$ cat src/rtl/cbx_pkg.sv
// Package: shared constants and types for the bit-manipulation prefix unit.
// Assumes the 8-bit flag layout S Z - H - P N C (bit 7 down to bit 0).
package cbx_pkg;
    localparam int FL_S = 7;
    localparam int FL_Z = 6;
    localparam int FL_H = 4;
    localparam int FL_P = 2;
    localparam int FL_N = 1;
    localparam int FL_C = 0;

    // operation groups from opcode bits [7:6]
    localparam logic [1:0] GRP_SHF = 2'd0;
    localparam logic [1:0] GRP_BIT = 2'd1;
    localparam logic [1:0] GRP_RES = 2'd2;
    localparam logic [1:0] GRP_SET = 2'd3;

    localparam logic [2:0] SEL_MEM = 3'd6;

    typedef enum logic [2:0] {
        ST_IDLE = 3'd0,
        ST_RD   = 3'd1,
        ST_CALC = 3'd2,
        ST_WR   = 3'd3,
        ST_FIN  = 3'd4
    } cbx_state_t;
endpackage

$ cat src/rtl/cbx_alu.sv
// Module: cbx_alu
// Purely combinational datapath. Given the 5-bit operation code, an operand
// byte and the incoming flags, it produces the result byte and the new flags.
// Assumes the caller decides which of its outputs are committed.
module cbx_alu
    import cbx_pkg::*;
(
    input  logic [4:0] op,
    input  logic [7:0] a,
    input  logic [7:0] fin,
    output logic [7:0] res,
    output logic [7:0] fout
);
    logic       cin;
    logic       cout;
    logic       tested;
    logic [2:0] bsel;

    assign cin  = fin[FL_C];
    assign bsel = op[2:0];

    // Compute the result byte and the flag byte for the selected operation.
    always_comb begin
        res    = a;
        cout   = 1'b0;
        fout   = fin;
        tested = a[bsel];
        case (op[4:3])
            GRP_SHF: begin
                case (bsel)
                    3'd0: begin res = {a[6:0], a[7]}; cout = a[7]; end
                    3'd1: begin res = {a[0], a[7:1]}; cout = a[0]; end
                    3'd2: begin res = {a[6:0], cin};  cout = a[7]; end
                    3'd3: begin res = {cin, a[7:1]};  cout = a[0]; end
                    3'd4: begin res = {a[6:0], 1'b0}; cout = a[7]; end
                    3'd5: begin res = {a[7], a[7:1]}; cout = a[0]; end
                    3'd6: begin res = {a[6:0], 1'b1}; cout = a[7]; end
                    default: begin res = {1'b0, a[7:1]}; cout = a[0]; end
                endcase
                fout       = 8'h00;
                fout[FL_S] = res[7];
                fout[FL_Z] = (res == 8'h00);
                fout[FL_P] = ~(^res);
                fout[FL_C] = cout;
            end
            GRP_BIT: begin
                fout       = 8'h00;
                fout[FL_C] = cin;
                fout[FL_H] = 1'b1;
                fout[FL_Z] = ~tested;
                fout[FL_S] = tested & (bsel == 3'd7);
            end
            GRP_RES: res = a & ~(8'h01 << bsel);
            default: res = a | (8'h01 << bsel);
        endcase
    end
endmodule

$ cat src/rtl/cbx_agen.sv
// Module: cbx_agen
// Forms the operand address: HL for plain forms, or IX/IY plus the
// sign-extended displacement for indexed forms. Combinational; the sequencer
// latches the address at start.
module cbx_agen #(
    parameter int ADDR_W = 16
) (
    input  logic [1:0]        idx_sel,
    input  logic [7:0]        disp,
    input  logic [ADDR_W-1:0] reg_hl,
    input  logic [ADDR_W-1:0] reg_ix,
    input  logic [ADDR_W-1:0] reg_iy,
    output logic [ADDR_W-1:0] addr
);
    localparam int EXT_W = ADDR_W - 8;

    logic [ADDR_W-1:0] disp_ext;

    // Sign-extend the displacement to the address width.
    assign disp_ext = {{EXT_W{disp[7]}}, disp};

    // Choose the base and add the displacement for indexed forms.
    always_comb begin
        case (idx_sel)
            2'd0:    addr = reg_hl;
            2'd1:    addr = reg_ix + disp_ext;
            default: addr = reg_iy + disp_ext;
        endcase
    end
endmodule

$ cat src/rtl/cbx_seq.sv
// Module: cbx_seq
// Instruction sequencer: latches the instruction at start, runs the memory
// read / compute / write steps, and commits the results in a one-cycle
// done state. Assumes memory acknowledges each request after holding it.
module cbx_seq
    import cbx_pkg::*;
#(
    parameter int ADDR_W    = 16,
    parameter int TS_W      = 5,
    parameter int T_REG     = 8,
    parameter int T_MEM_BIT = 20,
    parameter int T_MEM_RMW = 23
) (
    input  logic              clk,
    input  logic              rst_n,
    input  logic              start,
    input  logic [7:0]        opcode,
    input  logic [1:0]        idx_sel,
    input  logic [ADDR_W-1:0] addr_in,
    input  logic [7:0]        rf_rd_data,
    input  logic [7:0]        flags_in,
    input  logic [7:0]        alu_res,
    input  logic [7:0]        alu_flags,
    output logic [4:0]        op_q,
    output logic [7:0]        operand_q,
    output logic [7:0]        flags_q,
    output logic              rf_wr_en,
    output logic [2:0]        rf_wr_sel,
    output logic [7:0]        rf_wr_data,
    output logic              flags_we,
    output logic [7:0]        flags_out,
    output logic              mem_req,
    output logic              mem_we,
    output logic [ADDR_W-1:0] mem_addr,
    output logic [7:0]        mem_wdata,
    input  logic [7:0]        mem_rdata,
    input  logic              mem_ack,
    output logic              done,
    output logic [TS_W-1:0]   tstates
);
    cbx_state_t        state;
    logic [2:0]        sel_q;
    logic              mem_q;
    logic [ADDR_W-1:0] addr_q;
    logic [7:0]        res_q;
    logic [7:0]        fres_q;
    logic              is_bit;
    logic              flag_op;

    assign is_bit  = (op_q[4:3] == GRP_BIT);
    assign flag_op = (op_q[4] == 1'b0);

    // State register and instruction/operand/result latches.
    always_ff @(posedge clk) begin
        if (!rst_n) begin
            state     <= ST_IDLE;
            op_q      <= '0;
            operand_q <= '0;
            flags_q   <= '0;
            sel_q     <= '0;
            mem_q     <= 1'b0;
            addr_q    <= '0;
            res_q     <= '0;
            fres_q    <= '0;
        end else begin
            case (state)
                ST_IDLE: if (start) begin
                    op_q      <= opcode[7:3];
                    sel_q     <= opcode[2:0];
                    flags_q   <= flags_in;
                    operand_q <= rf_rd_data;
                    addr_q    <= addr_in;
                    mem_q     <= (idx_sel != 2'd0) || (opcode[2:0] == SEL_MEM);
                    state     <= ((idx_sel != 2'd0) || (opcode[2:0] == SEL_MEM))
                                 ? ST_RD : ST_CALC;
                end
                ST_RD: if (mem_ack) begin
                    operand_q <= mem_rdata;
                    state     <= ST_CALC;
                end
                ST_CALC: begin
                    res_q  <= alu_res;
                    fres_q <= alu_flags;
                    state  <= (mem_q && !is_bit) ? ST_WR : ST_FIN;
                end
                ST_WR: if (mem_ack) state <= ST_FIN;
                default: state <= ST_IDLE;
            endcase
        end
    end

    // Drive the memory port during the read and write steps.
    always_comb begin
        mem_req   = (state == ST_RD) || (state == ST_WR);
        mem_we    = (state == ST_WR);
        mem_addr  = addr_q;
        mem_wdata = res_q;
    end

    // Commit register, flags and cycle count in the done state.
    always_comb begin
        done       = (state == ST_FIN);
        rf_wr_en   = done && !mem_q && !is_bit;
        rf_wr_sel  = sel_q;
        rf_wr_data = res_q;
        flags_we   = done && flag_op;
        flags_out  = fres_q;
        tstates    = '0;
        if (done) begin
            if (!mem_q)     tstates = TS_W'(T_REG);
            else if (is_bit) tstates = TS_W'(T_MEM_BIT);
            else            tstates = TS_W'(T_MEM_RMW);
        end
    end

    // a pending request holds address and direction until acknowledged
    a_r10_req_held: assert property (@(posedge clk) disable iff (!rst_n)
        (mem_req && !mem_ack) |=> (mem_req && $stable(mem_addr) && $stable(mem_we)));

    // done lasts one cycle
    a_r11_done_pulse: assert property (@(posedge clk) disable iff (!rst_n)
        done |=> !done);

    // register and flag writes happen only with done
    a_r11_wr_with_done: assert property (@(posedge clk) disable iff (!rst_n)
        (rf_wr_en || flags_we) |-> done);

    // no register write for a memory operand
    a_r9_no_rf_on_mem: assert property (@(posedge clk) disable iff (!rst_n)
        (rf_wr_en && $past(mem_req)) |-> 1'b0);

    // cycle count is one of the legal values whenever done
    a_r8_ts_legal: assert property (@(posedge clk) disable iff (!rst_n)
        done |-> (tstates == TS_W'(T_REG) || tstates == TS_W'(T_MEM_BIT)
                  || tstates == TS_W'(T_MEM_RMW)));
endmodule

$ cat src/rtl/cbx_unit.sv
// Module: cbx_unit
// Top of the bit-manipulation prefix unit: address generator, sequencer and
// datapath. Assumes start is only raised while no instruction is running and
// that register data and flags are valid in the start cycle.
module cbx_unit #(
    parameter int ADDR_W    = 16,
    parameter int TS_W      = 5,
    parameter int T_REG     = 8,
    parameter int T_MEM_BIT = 20,
    parameter int T_MEM_RMW = 23
) (
    input  logic              clk,
    input  logic              rst_n,
    input  logic              start,
    input  logic [7:0]        opcode,
    input  logic [1:0]        idx_sel,
    input  logic [7:0]        disp,
    input  logic [ADDR_W-1:0] reg_hl,
    input  logic [ADDR_W-1:0] reg_ix,
    input  logic [ADDR_W-1:0] reg_iy,
    output logic [2:0]        rf_rd_sel,
    input  logic [7:0]        rf_rd_data,
    input  logic [7:0]        flags_in,
    output logic              rf_wr_en,
    output logic [2:0]        rf_wr_sel,
    output logic [7:0]        rf_wr_data,
    output logic              flags_we,
    output logic [7:0]        flags_out,
    output logic              mem_req,
    output logic              mem_we,
    output logic [ADDR_W-1:0] mem_addr,
    output logic [7:0]        mem_wdata,
    input  logic [7:0]        mem_rdata,
    input  logic              mem_ack,
    output logic              done,
    output logic [TS_W-1:0]   tstates
);
    logic [ADDR_W-1:0] addr_w;
    logic [4:0]        op_w;
    logic [7:0]        operand_w;
    logic [7:0]        flags_w;
    logic [7:0]        alu_res_w;
    logic [7:0]        alu_flags_w;

    assign rf_rd_sel = opcode[2:0];

    cbx_agen #(.ADDR_W(ADDR_W)) u_agen (
        .idx_sel (idx_sel),
        .disp    (disp),
        .reg_hl  (reg_hl),
        .reg_ix  (reg_ix),
        .reg_iy  (reg_iy),
        .addr    (addr_w)
    );

    cbx_alu u_alu (
        .op   (op_w),
        .a    (operand_w),
        .fin  (flags_w),
        .res  (alu_res_w),
        .fout (alu_flags_w)
    );

    cbx_seq #(
        .ADDR_W(ADDR_W), .TS_W(TS_W), .T_REG(T_REG),
        .T_MEM_BIT(T_MEM_BIT), .T_MEM_RMW(T_MEM_RMW)
    ) u_seq (
        .clk        (clk),
        .rst_n      (rst_n),
        .start      (start),
        .opcode     (opcode),
        .idx_sel    (idx_sel),
        .addr_in    (addr_w),
        .rf_rd_data (rf_rd_data),
        .flags_in   (flags_in),
        .alu_res    (alu_res_w),
        .alu_flags  (alu_flags_w),
        .op_q       (op_w),
        .operand_q  (operand_w),
        .flags_q    (flags_w),
        .rf_wr_en   (rf_wr_en),
        .rf_wr_sel  (rf_wr_sel),
        .rf_wr_data (rf_wr_data),
        .flags_we   (flags_we),
        .flags_out  (flags_out),
        .mem_req    (mem_req),
        .mem_we     (mem_we),
        .mem_addr   (mem_addr),
        .mem_wdata  (mem_wdata),
        .mem_rdata  (mem_rdata),
        .mem_ack    (mem_ack),
        .done       (done),
        .tstates    (tstates)
    );

    // a committed BIT result always has H set and N clear
    a_r6_bit_h: assert property (@(posedge clk) disable iff (!rst_n)
        (flags_we && op_w[4:3] == 2'd1) |-> (flags_out[4] && !flags_out[1]));

    // RES and SET never write flags
    a_r7_no_flags: assert property (@(posedge clk) disable iff (!rst_n)
        (done && op_w[4]) |-> !flags_we);
endmodule

$ cat config.mk
export PLATFORM = sky130hd
export DESIGN_NAME = cbx_unit
export DESIGN_NICKNAME = d
export VERILOG_FILES = /design/src/rtl/cbx_pkg.sv /design/src/rtl/cbx_alu.sv /design/src/rtl/cbx_agen.sv /design/src/rtl/cbx_seq.sv /design/src/rtl/cbx_unit.sv
export SDC_FILE = /design/constraint.sdc
export NUM_CORES = 1
export LEC_CHECK = 0
export ABC_AREA = 0
export BUFFER_PORTS_ARGS = -buffer_cell sky130_fd_sc_hd__buf_2
export CAP_MARGIN = 20
export CORE_UTILIZATION = 40
export CTS_CLUSTER_DIAMETER = 100
export DETAILED_ROUTE_END_ITERATION = 10
export GPL_TIMING_DRIVEN = 0
export HOLD_SLACK_MARGIN = 0.1
export PLACE_DENSITY = 0.67
export SYNTH_ARGS = -nofsm -noshare
export SYNTH_HDL_FRONTEND = slang
export SYNTH_SLANG_ARGS = --single-unit
$ cat constraint.sdc
create_clock -name clk -period 7.1 [get_ports clk]
set_clock_uncertainty 0.2 [all_clocks]
set_input_delay 2.13 -clock clk [delete_from_list [all_inputs] [get_ports clk]]
set_output_delay 2.13 -clock clk [all_outputs]
set_load 0.03 [all_outputs]
==> impl_metrics.toml <==
[clock_network]
cts_buffers = 9
clkLatencyLatePin_ns = 0.35
cts_tree = "built"
post-cts-setup-buffers = 0
ctsResizeCount = 0
cts.clk_slew.worst_paths_ns = 0.08
htree_levels = 3
cts.sinks = 60
ctsHoldBuffers = 0
cts_root_buf = "clkbuf_8"
max-clock-path-buffers = 2

[finish]
drive_gt1_share_pct = 34.3
area_growth_pct = 26.5
register_area_sq_mm = 0.00120
diodes = 0
layout.nets = 776
final_core_util_pct = 52.5
num-fill-cells = 1012
stdcell_area_sq_mm = 0.00518
multiInputGateArea_sq_mm = 0.00259

[critical_path]
cp.arrival_ns = 4.88
cp-startpoint = "idx_sel[1]"
cp_data_required_time_ns = 7.11
criticalPathCategory = "in -> reg"
reg2regPathDepth = 9
path_max_fanout = 10
crit_end = "u_seq.mem_addr[13]$_SDFFE_PN0P_"
rr_startpoint = "u_seq.op_q[0]$_SDFFE_PN0P_"
end_kind = "flop"
r2r_end = "u_seq.flags_out[2]$_SDFFE_PN0N_"
worst_setup_path_start_kind = "input pin"
reg2reg_slack_ns = 4.79

[detailed_routing]
drtAntennaViolNets = 0
dr_total_vias = 4349
top_layer = "met4"
wirelength_met1_microns = 5140
dr.pass1.iters = 4
wl_met2_microns = 6290
post_drt_wl_per_cell_microns = 15.7
viasPerCell = 5.44
totalWireLength_microns = 12500
drcViolationCount = 0
drt_iter0_markers = 115
route.met3.wl_microns = 893

[synthesis]
ys_seq_elements = 60
ys_seq_area_share_pct = 29.4
synth_common_cells = "nand2_1 (69), dfxtp_1 (60), a21oi_1 (43)"
synth_cell_types = 61
post-synth-top-count-cell = "nand2_1"
synth_area_sq_mm = 0.00409
synthArstFlopShare_pct = 0
synth_enable_flop_cells = 0
synth_area_leader_cell = "dfxtp_1"
synthTopCellsByArea = "dfxtp_1 (29%), mux2i_1 (6.4%), nand2_1 (6.3%), ha_1 (5.8%), a21oi_1 (5.3%)"
synth_area_per_cell_sq_um = 8.15
synth_top_area_share_pct = 29.4
syn_inst = 502
synth_fp_nets = 616
yosys_warnings = 0
ys.flop_type = "dfxtp_1"

[placement]
gp_congestion = 0.917
io_buffers = 149
place_ws_ns = 1.84
dp_hpwl_microns = 9880
postPlaceCellArea_sq_mm = 0.00500

[die]
die_h_microns = 103
initial_core_util_pct = 41.5
dieArea_sq_mm = 0.0106
io_pins = 150
fp.coreArea_sq_mm = 0.00986
die_x_microns = 103
num_rows = 36

[global_route]
grt_pass1_wl_microns = 19500
grt_max_degree = 13
globalRouteTotalUtil_pct = 24.1
grt_antenna_before_repair = 0
grt_pass1_vias = 4050
grt.overflow.total = 0

[timing]
period_share_pct = 68.6
worst_pin_slew_ns = 0.622
drv_slew = 0
tns_ns = 0
rsz0062_at_grt = "false"
fmax_mhz = 205
setup_viol = 0
finalCriticalPeriod_ns = 4.87
hold_viol = 0
slew_headroom_pct = 58.4
layout_setup_ws_ns = 2.23

[power_and_ir_drop]
ir_worst_vdd_uv = 92.4
p_total_mw = 1.12
power_density_mw_per_mm2 = 217
leakagePower_nw = 2.40

[hold_path]
hold_path.class = "reg -> reg"

[run]
maxCapViolations = 0

[status]
status = "finished clean"
-- power by group --
part	leakage [nW]	internal, mW	switching, mW
logic	1.82	0.179	0.262
clock network	0.0820	0.127	0.151
registers	0.493	0.373	0.0318
-- cell usage in the layout (no fill, tap or decap), types with 5 or more instances in the layout --
master      n
a221oi_1    5
a211oi_1   17
clkbuf_8    9
a21o_1     10
nand3_1    11
clkbuf_1   18
xnor2_1    10
dfxtp_1    60
nor2_1     39
a31oi_1     5
nor3_1     19
mux2i_1    26
buf_4      16
a21oi_1    43
o21ai_0    19
ha_1       19
buf_2     160
mux2_2     18
nand2_1    69
inv_1       9
-- through the flow --
stage          hold slack, ns  std cells
2_1_floorplan           0.233        502
3_3_place_gp            0.241        784
3_5_place_dp            0.245        784
4_1_cts                 0.254        800
5_1_grt                 0.272        800
6_report                0.252        800
-- sequential cells by signal, summed over array words and instances, names as in the netlist --
register         cells
u_seq.mem_q          1
u_seq.flags_q        8
u_seq.state          3
u_seq.operand_q      8
u_seq.flags_out      8
u_seq.rf_wr_sel      3
u_seq.mem_wdata      8
u_seq.op_q           5
u_seq.mem_addr      16
-- routing by layer --
metal  track usage (%)  vias up
li1                  -     2136
met1              27.6     2029
met2              43.1      165
met3              6.44       19
met4              8.23        0
met5                 0        -
-- kinds of logic after synthesis --
kind of cell / Yosys count / share of synthesized area (%)
simple gates: 169 / 19.1
compound gates: 137 / 22.8
flops: 60 / 29.4
buf+inv: 57 / 7.22
mux: 46 / 12.4
fa+ha+maj: 20 / 6.30
xor+xnor: 13 / 2.78
-- cell type report --
class,instances,share of cell area (%)
well taps,133,3.21
clock inverters,7,0.967
clock buffers,9,2.39
flip-flops and latches,60,23.2
plain buffers,47,4.98
multi-input cells,385,50.1
repair buffers,149,14.4
inverters,10,0.725
-- worst max-delay path, cell delays in order --
cell and delay (ns):
buf_2 0.09, nand2b_1 0.09, clkbuf_1 0.29, buf_2 0.32
mux2_2 0.41, ha_1 0.32, a211oi_2 0.32, nor4_1 0.12
a211oi_1 0.38, nand2_1 0.13, mux2i_1 0.17, a31oi_1 0.11
-- worst min-delay path by stage --
stage | startpoint | depth (start not counted) | endpoint
global route | u_seq.flags_out[3]$_SDFFE_PN0N_ | 2 | u_seq.flags_out[3]$_SDFFE_PN0N_
global placement | u_seq.rf_wr_sel[1]$_SDFFE_PN0P_ | 2 | u_seq.rf_wr_sel[1]$_SDFFE_PN0P_
detailed placement | u_seq.flags_out[3]$_SDFFE_PN0N_ | 2 | u_seq.flags_out[3]$_SDFFE_PN0N_
floorplan | u_seq.flags_q[6]$_SDFFE_PN0P_ | 2 | u_seq.flags_q[6]$_SDFFE_PN0P_
finish | u_seq.flags_out[3]$_SDFFE_PN0N_ | 2 | u_seq.flags_out[3]$_SDFFE_PN0N_
CTS | u_seq.flags_out[3]$_SDFFE_PN0N_ | 2 | u_seq.flags_out[3]$_SDFFE_PN0N_
No activity file was read; power rests on OpenSTA's default activity.
